## src/rtl/pin_span_writer.sv

```systemverilog
module pin_span_writer #(
  parameter int PIN_W  = 6,
  parameter int DATA_W = 32
) (
  input  logic                    clk,
  input  logic                    rst_n,
  input  logic                    req_valid,
  input  logic [1:0]              req_kind,
  input  logic [2*PIN_W-2:0]      req_operand,
  input  logic                    req_ovr_valid,
  input  logic [PIN_W-2:0]        req_ovr,
  input  logic [DATA_W-1:0]       req_data,
  output logic                    busy,
  output logic                    done,
  output logic                    pin_we,
  output logic [1:0]              pin_kind,
  output logic [PIN_W-1:0]        pin_addr,
  output logic [DATA_W-1:0]       pin_data
);
  localparam int IDX_W = PIN_W - 1;
  localparam logic [1:0] KIND_BAD = 2'd3;

  logic              active, half, done_q;
  logic [IDX_W-1:0]  idx, left;
  logic [1:0]        kind_q;
  logic [DATA_W-1:0] data_q;
  logic [IDX_W-1:0]  span;
  logic              accept;

  assign accept = req_valid && !active && (req_kind != KIND_BAD);
  assign span   = req_ovr_valid ? req_ovr : req_operand[PIN_W +: IDX_W];

  always_ff @(posedge clk) begin
    if (!rst_n) begin
      active <= 1'b0;
      half   <= 1'b0;
      idx    <= '0;
      left   <= '0;
      kind_q <= '0;
      data_q <= '0;
      done_q <= 1'b0;
    end else begin
      done_q <= active && (left == '0);
      if (accept) begin
        active <= 1'b1;
        half   <= req_operand[PIN_W-1];
        idx    <= req_operand[IDX_W-1:0];
        left   <= span;
        kind_q <= req_kind;
        data_q <= req_data;
      end else if (active) begin
        if (left == '0) begin
          active <= 1'b0;
        end else begin
          left <= left - 1'b1;
          idx  <= idx + 1'b1;
        end
      end
    end
  end

  assign busy     = active;
  assign pin_we   = active;
  assign done     = done_q;
  assign pin_kind = kind_q;
  assign pin_addr = {half, idx};
  assign pin_data = data_q;

  a_r5_addr_step: assert property (@(posedge clk) disable iff (!rst_n)
    (pin_we && $past(pin_we) && !$past(done)) |->
      (pin_addr[IDX_W-1:0] == $past(pin_addr[IDX_W-1:0]) + 1'b1) &&
      (pin_addr[PIN_W-1] == $past(pin_addr[PIN_W-1])));

  a_r6_word_hold: assert property (@(posedge clk) disable iff (!rst_n)
    (pin_we && $past(pin_we)) |-> ($stable(pin_data) && $stable(pin_kind)));

  a_r8_done_pulse: assert property (@(posedge clk) disable iff (!rst_n)
    done |=> !done);

  a_r8_done_after_write: assert property (@(posedge clk) disable iff (!rst_n)
    done |-> ($past(pin_we) && !$past(done)));

  a_r7_no_bad_kind: assert property (@(posedge clk) disable iff (!rst_n)
    $rose(pin_we) |-> ($past(req_valid) && $past(req_kind) != KIND_BAD));

  a_r9_busy_holds_run: assert property (@(posedge clk) disable iff (!rst_n)
    (busy && req_valid && !(left == '0)) |=> (busy && $stable(pin_data)));
endmodule

```

## config.mk

```make
export PLATFORM = sky130hd
export DESIGN_NAME = pin_span_writer
export DESIGN_NICKNAME = d
export VERILOG_FILES = /design/src/rtl/pin_span_writer.sv
export SDC_FILE = /design/constraint.sdc
export NUM_CORES = 1
export LEC_CHECK = 0
export BUFFER_PORTS_ARGS = -buffer_cell sky130_fd_sc_hd__buf_2
export CORE_MARGIN = 2
export CORE_UTILIZATION = 50
export DETAILED_ROUTE_END_ITERATION = 8
export PLACE_DENSITY = 0.89
export SLEW_MARGIN = 15
export SYNTH_ARGS = -nofsm -noshare
export SYNTH_HDL_FRONTEND = slang
export SYNTH_SLANG_ARGS = --single-unit
```

## constraint.sdc

```tcl
create_clock -name clk -period 4.03 [get_ports clk]
set_input_delay 0.2015 -clock clk [delete_from_list [all_inputs] [get_ports clk]]
set_output_delay 0.2015 -clock clk [all_outputs]
set_load 0.01 [all_outputs]
```

[Word-level counts from Yosys, hierarchy flattened]
Index checks and enable logic that the tools add are counted.
Word-level totals
  flip-flop bits (word level): 47
  bits in latches: 0
  RAM bits: 0
  bits in read-only memories: 0
  bits of input ports: 54
  output and inout port bits: 43
  word-level logic and storage cells: 28
  memories: 0
Cells by class
  $add $sub $neg: 2
  $mul: 0
  div/mod/pow operators: 0
  $lt $le $gt $ge: 0
  eq/ne operators: 2
  shift operators: 0
  muxes and demuxes: 10
  bitwise gates (word level): 0
  reductions and logical operators: 7
Operators by type and width (number)
  2-to-1 mux 5 bit: 7
  adder 5 x 1 -> 5 bit, second input constant: 1
  logical NOT 5 bit: 1
  subtractor 5 x 1 -> 5 bit, second input constant: 1
  != test 2 bit, second input constant: 2
  logical AND 1 bit: 3
  2-to-1 mux 1 bit: 3
  AND reduction 2 bit: 1
  nonzero test 2 bit: 1
  logical NOT 1 bit: 1

[Logic depth before layout (Yosys ltp)]
Gate-level depths: netlist of run 1.
  depth after elaboration: 5
  gate-level depth with buffers: 6
  mapped depth without buffers: 5

[Least setup slack after synthesis of run 1]
No wires, ideal clock.
  kind: reg2reg
  start point: reg left[0]
  end point: reg idx[0]
  library setup time: 135 ps
  arrival time: 1404 ps
  data required time: 3895 ps
  slack: 2491 ps
  stages on the path, launching flop included: 7
  path buffers: 1
  period minus slack after synthesis: 1539 ps
  path through: dfxtp_1 inv_1 ha_1 or4b_1 buf_2 a221oi_1 a311oi_1
On the way
  cells in the longest elaborated chain, start to end: 3
RTL lines
  start, declared: RTL line 24  | logic [IDX_W-1:0] idx, left;
  start signal, assigned: RTL line 48  | left <= span;
  start signal, assigned: RTL line 55  | left <= left - 1'b1;
  logical NOT 5 bit: RTL line 52  | if (left == '0) begin
  != test 2 bit (no line)
  AND reduction 2 bit (no line)
  end signal, assigned: RTL line 47  | idx <= req_operand[IDX_W-1:0];
  end signal, assigned: RTL line 56  | idx <= idx + 1'b1;
  end, declared: RTL line 24
No other way between the ends.
A chain may end at the register's enable or synchronous reset.

[Final worst setup path of run 1]
  start point: reg active, in the netlist busy
  end point: reg idx[0]
On the way
  cells in the longest elaborated chain, start to end: 5
  elaborated cells on any way between the ends: 7
  classes of those cells: eq/ne (1); mux (1); reduce/logical (5)
RTL lines
  start, declared: RTL line 23  | logic active, half, done_q;
  start signal, assigned: RTL line 35  | active <= 1'b0;
  start signal, assigned: RTL line 45  | active <= 1'b1;
  start signal, assigned: RTL line 53  | active <= 1'b0;
  logical NOT 1 bit: RTL line 30  | assign accept = req_valid && !active && (req_kind != KIND_BAD);
  logical AND 1 bit (2 in a row): RTL line 30
  != test 2 bit (no line) / nonzero test 2 bit (equally long branches)
  AND reduction 2 bit (no line)
Parallel ways exist; a longest one is shown, timed or not.

==> out/results.tsv, run 1 <==
metric	value	unit
required	4.22	ns
yosys_register_bits	47	
cp-start-kind	flop	
power.internal	721	µW
die_x	69.4	µm
start_util	0.527	
fin_worst_skew	0.00576	ns
cts_resized	0	
holdPathStages	3	
clock_latency	0.29	ns
ys_seq_area_frac	0.440	
synthesis.nets	302	
grt_usage	0.225	
setup.worst_path.end_class	flop	
rows	23	
synth_top_cell_by_area	dfxtp_1	
finalPower	1.01	mW
final_layout_size_suffix_gt1_frac	0.347	
antenna_found_initial	0	
comb_power_share	0.201	
nets	382	
hold_viol_final	0	
cts_hold_buf	0	
avgSynthCellArea	8.69	µm²
io_pins	97	
final_area	0.00268	mm²
syn_area	0.00214	mm²
drtIter0Drc	145	
p_per_area	376	mW/mm²
io_buffers	96	
worstMarginPinSlew	0.780	ns
cts_num_sinks	47	
ys_warn_count	0	
synth_area_leaders	dfxtp_1 44%, a21boi_0 13%, nand3_1 9.1%	
rsz0062_at_grt	no	
leakage	1.16	nW
dieHeight	69.4	µm
final_antenna_net_count	0	
fmax	496	MHz
routedWlPerCell	13.9	µm
synth_top_area_share	0.440	
clock-root-buffer	clkbuf_8	
hold_class	in2reg	
dieArea	0.00482	mm²
clkSlewWorstSetupHoldPaths	0.08	ns
maxCapViolCount	0	
place_congestion	0.833	
tns	0	ns
overflow	0	
p_seq_frac	0.519	
diodes	0	
finalCriticalPeriod	2.02	ns
hold_slack	0.165	ns
cp_max_fo	29	
relSlewSlack	0.480	
synthToLayoutAreaGrowth	25.5	%
cts_buffers	5	
via_per_inst	5.64	
htreeDepth	2	
placedInstanceArea	0.00260	mm²
grt_pass1_wl	9050	µm
crit_type	reg2reg	
via_count	2120	
netlist_instances	246	
dp_hpwl	3610	µm
routed_wl	5240	µm
coreArea	0.00406	mm²
status	completed	
cp.arrival	2.21	ns
grt_start_max_net_pins	52	
vdd_drop_max	213	µV
finalSetupViolCount	0	
finalCritPeriodShare	0.500	
p_clk_frac	0.280	
synth_cell_types	34	
drv_slew	0	
switchingPower	287	µW
ff2ff_path_depth	4	
p_sw_frac	0.285	
drt_first_pass_iters	4	
cts_buffer_depth	2	
post-cts-setup-buffers	0	
cts_tree	done	
first_global_vias	2055	
drc_errors	0	
ff2ff_setup_slack	2.01	ns
## layout by cell type, fill, tap and decap left out, drive strengths merged, types with 3 or more instances in the layout
master	count
a21boi	37
mux2	4
o31ai	7
clkbuf	6
nand3	39
o21ai	39
buf	100
or3	3
a31oi	5
dfxtp	47
inv	3
nand2	8
## stage by stage
stage,setup slack [ns],util,std cells
3_5_place_dp,2.06,0.640,369
6_report,2.01,0.661,376
4_1_cts,2.04,0.661,376
5_1_grt,1.80,0.661,376
3_3_place_gp,2.17,0.640,369
2_1_floorplan,2.49,-,246
## registers in the layout, indices dropped and copies added, names as in the netlist
name and flops:
busy 1, done 1, half 1, idx 5, left 5, pin_data 32
pin_kind 2
## routing by layer
metal / wire [µm] / vias up / share of wire / GRT usage
li1: - / 1061 / - / -
met1: 2290 / 978 / 0.44 / 0.288
met2: 2550 / 73 / 0.49 / 0.378
met3: 325 / 8 / 0.062 / 0.0436
met4: 78 / 0 / 0.015 / 0.0784
met5: 0 / - / 0 / 0
## path summary, 6_finish.rpt
check                from      endpoint
max                  busy        idx[0]
min          req_data[31]  pin_data[31]
max reg2reg          busy        idx[0]
min reg2reg  pin_data[13]  pin_data[13]
## synth_stat cells, drive strengths merged
library cell	n
nor4b	2
and2	1
nand4	1
nand3	39
or4b	2
nor2b	2
dfxtp	47
nor3b	1
o211ai	2
a32oi	1
a31oi	5
mux2	4
nand4bb	1
inv	3
buf	9
nand2	8
nor3	2
or3	3
a221oi	1
or4	1
clkbuf	18
mux2i	1
a311oi	1
ha	2
o31ai	7
a21boi	37
a21oi	2
a221o	1
nand2b	2
o221ai	1
o21ai	39
## final cells by class
cell class,instances,area (µm²)
clock buffers,6,82.6
clock inverters,1,5.00
fillers,354,1370
inverters,3,11.3
multi-input cells,169,1070
flip-flops and latches,47,941
well taps,50,62.6
repair buffers,100,510
## cells by family (layout without fill, tap and decap cells)
group | Yosys count | count (layout) | share of synthesized area
adders and majority gates | 2 | 2 | 0.0117
DFF | 47 | 47 | 0.440
and+or+nand+nor | 65 | 65 | 0.169
buffers and inverters | 30 | 110 | 0.0603
AOI/OAI and AO/OA | 97 | 97 | 0.293
muxes | 5 | 5 | 0.0257
## worst max-delay path, stage by stage (launching register included)
cell and delay [ns]:
dfxtp_1 0.65, nand2b_1 0.52, buf_4 0.37, o31ai_1 0.12, a311oi_1 0.26
## power groups by stage
stage,logic (mW),clock network (mW),registers [mW]
after floorplan,0.117,0,0.541
after global placement,0.198,0,0.532
after detailed placement,0.203,0,0.533
after CTS,0.203,0.287,0.523
after global routing,0.228,0.308,0.529
final,0.202,0.283,0.523
(Power assumes the default switching activity.)
==> inputs of run 2 (changes only) <==
--- a/config.mk
+++ b/config.mk
@@ -7,9 +7,9 @@
 export LEC_CHECK = 0
 export BUFFER_PORTS_ARGS = -buffer_cell sky130_fd_sc_hd__buf_2
 export CORE_MARGIN = 2
-export CORE_UTILIZATION = 50
+export CORE_UTILIZATION = 46
 export DETAILED_ROUTE_END_ITERATION = 8
-export PLACE_DENSITY = 0.89
+export PLACE_DENSITY = 0.84
 export SLEW_MARGIN = 15
 export SYNTH_ARGS = -nofsm -noshare
 export SYNTH_HDL_FRONTEND = slang
==> constraint.sdc (replaced) <==
create_clock -name clk -period 1.9 [get_ports clk]
set_input_delay 0.095 -clock clk [delete_from_list [all_inputs] [get_ports clk]]
set_output_delay 0.095 -clock clk [all_outputs]
set_load 0.01 [all_outputs]
==> run 2 against run 1 <==
Effect of this change: sequential cell count unchanged; global-route usage down 0.94 points; setup slack worse by 1.8 ns; wire length up 3.9%; critical path depth up 1; non-clock buffer count up 7; utilization down 3.5 points; power up 120%; via count up 1.3%.
==> out/results.tsv, run 2 (same netlist as run 1, synthesis figures left out) <==
metric	value	unit	change
status	completed		
hold_viol_final	0		unchanged
rows	24		+4.3%
drt_first_pass_iters	4		unchanged
setup.worst_path.end_class	flop		
diodes	0		unchanged
start_util	0.484		-0.0426
final_common_cell	buf_2		
synthToLayoutAreaGrowth	29.3	%	
cts_buffers	5		unchanged
drv_slew	0		unchanged
finalCriticalPeriod	1.72	ns	-0.299 ns
nets	389		+1.8%
first_global_vias	2053		-0.097%
coreArea	0.00441	mm²	+8.8%
htreeDepth	2		unchanged
power.internal	1.59	mW	+120%
cts_num_sinks	47		unchanged
tns	0	ns	unchanged
overflow	0		unchanged
cts_buffer_depth	2		unchanged
p_seq_frac	0.496		-0.023
relSlewSlack	0.668		+0.188
mostFrequentLayoutCells	96 x buf_2, 47 x dfxtp_1, 39 x nand3_1, 39 x o21ai_0, 36 x a21boi_0		
cp-start-kind	flop		
fmax	583	MHz	+17%
final_antenna_net_count	0		unchanged
clkSlewWorstSetupHoldPaths	0.08	ns	about the same
rsz0062_at_grt	no		
grt_usage	0.216		-0.00941
drc_errors	0		unchanged
dieArea	0.00521	mm²	+8.2%
fillers	406		+15%
routed_wl	5450	µm	+3.9%
final_area	0.00276	mm²	+3.0%
switchingPower	635	µW	+120%
leakage	1.21	nW	+3.9%
place_congestion	0.781		-6.2%
vdd_drop_max	504	µV	+140%
p_per_area	806	mW/mm²	+110%
grt_start_max_net_pins	32		-38%
antenna_found_initial	0		unchanged
fin_worst_skew	0.00325	ns	-0.00252 ns
placedInstanceArea	0.00265	mm²	+2.1%
largest_reg_flops	32		unchanged
p_sw_frac	0.285		+0.000296
required	2.08	ns	-2.14 ns
hold_class	in2reg		
io_pins	97		unchanged
final_layout_size_suffix_gt1_frac	0.362		+0.0156
cts_hold_buf	0		unchanged
via_count	2148		+1.3%
comb_power_share	0.206		+0.005
p_clk_frac	0.297		+0.017
drtIter0Drc	115		-21%
finalSetupViolCount	0		unchanged
cp.arrival	1.89	ns	-0.32 ns
finalCritPeriodShare	0.903		+0.403
dp_hpwl	3880	µm	+7.3%
grt_pass1_wl	9020	µm	-0.38%
cts_tree	done		
routedWlPerCell	14.1	µm	+1.2%
cp_max_fo	6		-79%
crit_type	reg2reg		
io_buffers	96		unchanged
via_per_inst	5.56		-1.3%
clock-root-buffer	clkbuf_8		
maxCapViolCount	0		unchanged
dieHeight	72.2	µm	+4.0%
worstMarginPinSlew	0.495	ns	-0.285 ns
die_x	72.2	µm	+4.0%
clock_latency	0.30	ns	about the same
[run 2: changes by cell type in the layout (fill, tap and decap cells not counted), sizes merged]
| cell | change |
|---|---|
| buf | +7 |
| clkbuf | +1 |
| clkinv | -1 |
| clkinvlp | +1 |
[run 2: metrics by stage]
step | utilization | setup WS [ns] | total power [mW] | hold WS, ns | instances
floorplan | - | 0.361 | 1.40 | 0.242 | 246
detailed placement | 0.601 | 0.136 | 1.58 | 0.364 | 378
global placement | 0.601 | 0.237 | 1.56 | 0.356 | 378
finish | 0.626 | 0.184 | 2.23 | 0.0429 | 386
CTS | 0.624 | 0.0961 | 2.23 | 0.0429 | 386
global route | 0.626 | 0.0165 | 2.34 | 0.0513 | 386
[run 2: worst paths after layout]
| kind | start | endpoint | slack [ns] | depth (start not counted) |
|---|---|---|---|---|
| max | left[0] | idx[0] | 0.18 | 5 |
| max reg2reg | left[0] | idx[0] | 0.18 | 5 |
| min | req_data[13] | pin_data[13] | 0.04 | 3 |
| min reg2reg | pin_data[20] | pin_data[20] | 0.48 | 2 |
[run 2: timing repair]
action	CTS	global route
setup endpoints to repair	0	4
gates resized for setup	0	1
buffers inserted	0	0
[run 2: power groups by stage]
stage | Combinational, mW | Sequential, mW | Clock (mW)
after floorplan | 0.248 | 1.15 | 0
after global placement | 0.442 | 1.12 | 0
after detailed placement | 0.453 | 1.13 | 0
after CTS | 0.456 | 1.10 | 0.673
after global routing | 0.521 | 1.11 | 0.700
final | 0.459 | 1.11 | 0.662
[run 2: final cells by class]
class                   instances  area [µm²]  area share
repair buffers                107         563       0.204
flip-flops and latches         47         941       0.340
well taps                      52        65.1      0.0235
multi-input cells             169        1080       0.391
inverters                       3        11.3     0.00407
clock inverters                 1        7.51     0.00272
clock buffers                   7        96.3      0.0349
[run 2: worst max-delay path, stage by stage, from the launching register on]
cell	delay [ns]
dfxtp_1	0.33
inv_1	0.07
ha_1	0.24
or4b_1	0.59
a221oi_1	0.29
a311oi_1	0.08
[run 2: routing by layer]
layer / track usage / wire length, µm / part of all wire / up-vias
met4: 0.0671 / 57 / 0.010 / 0
met2: 0.376 / 2680 / 0.49 / 64
met1: 0.262 / 2390 / 0.44 / 1004
li1: - / - / - / 1076
met5: 0 / 0 / 0 / -
met3: 0.0514 / 327 / 0.060 / 4
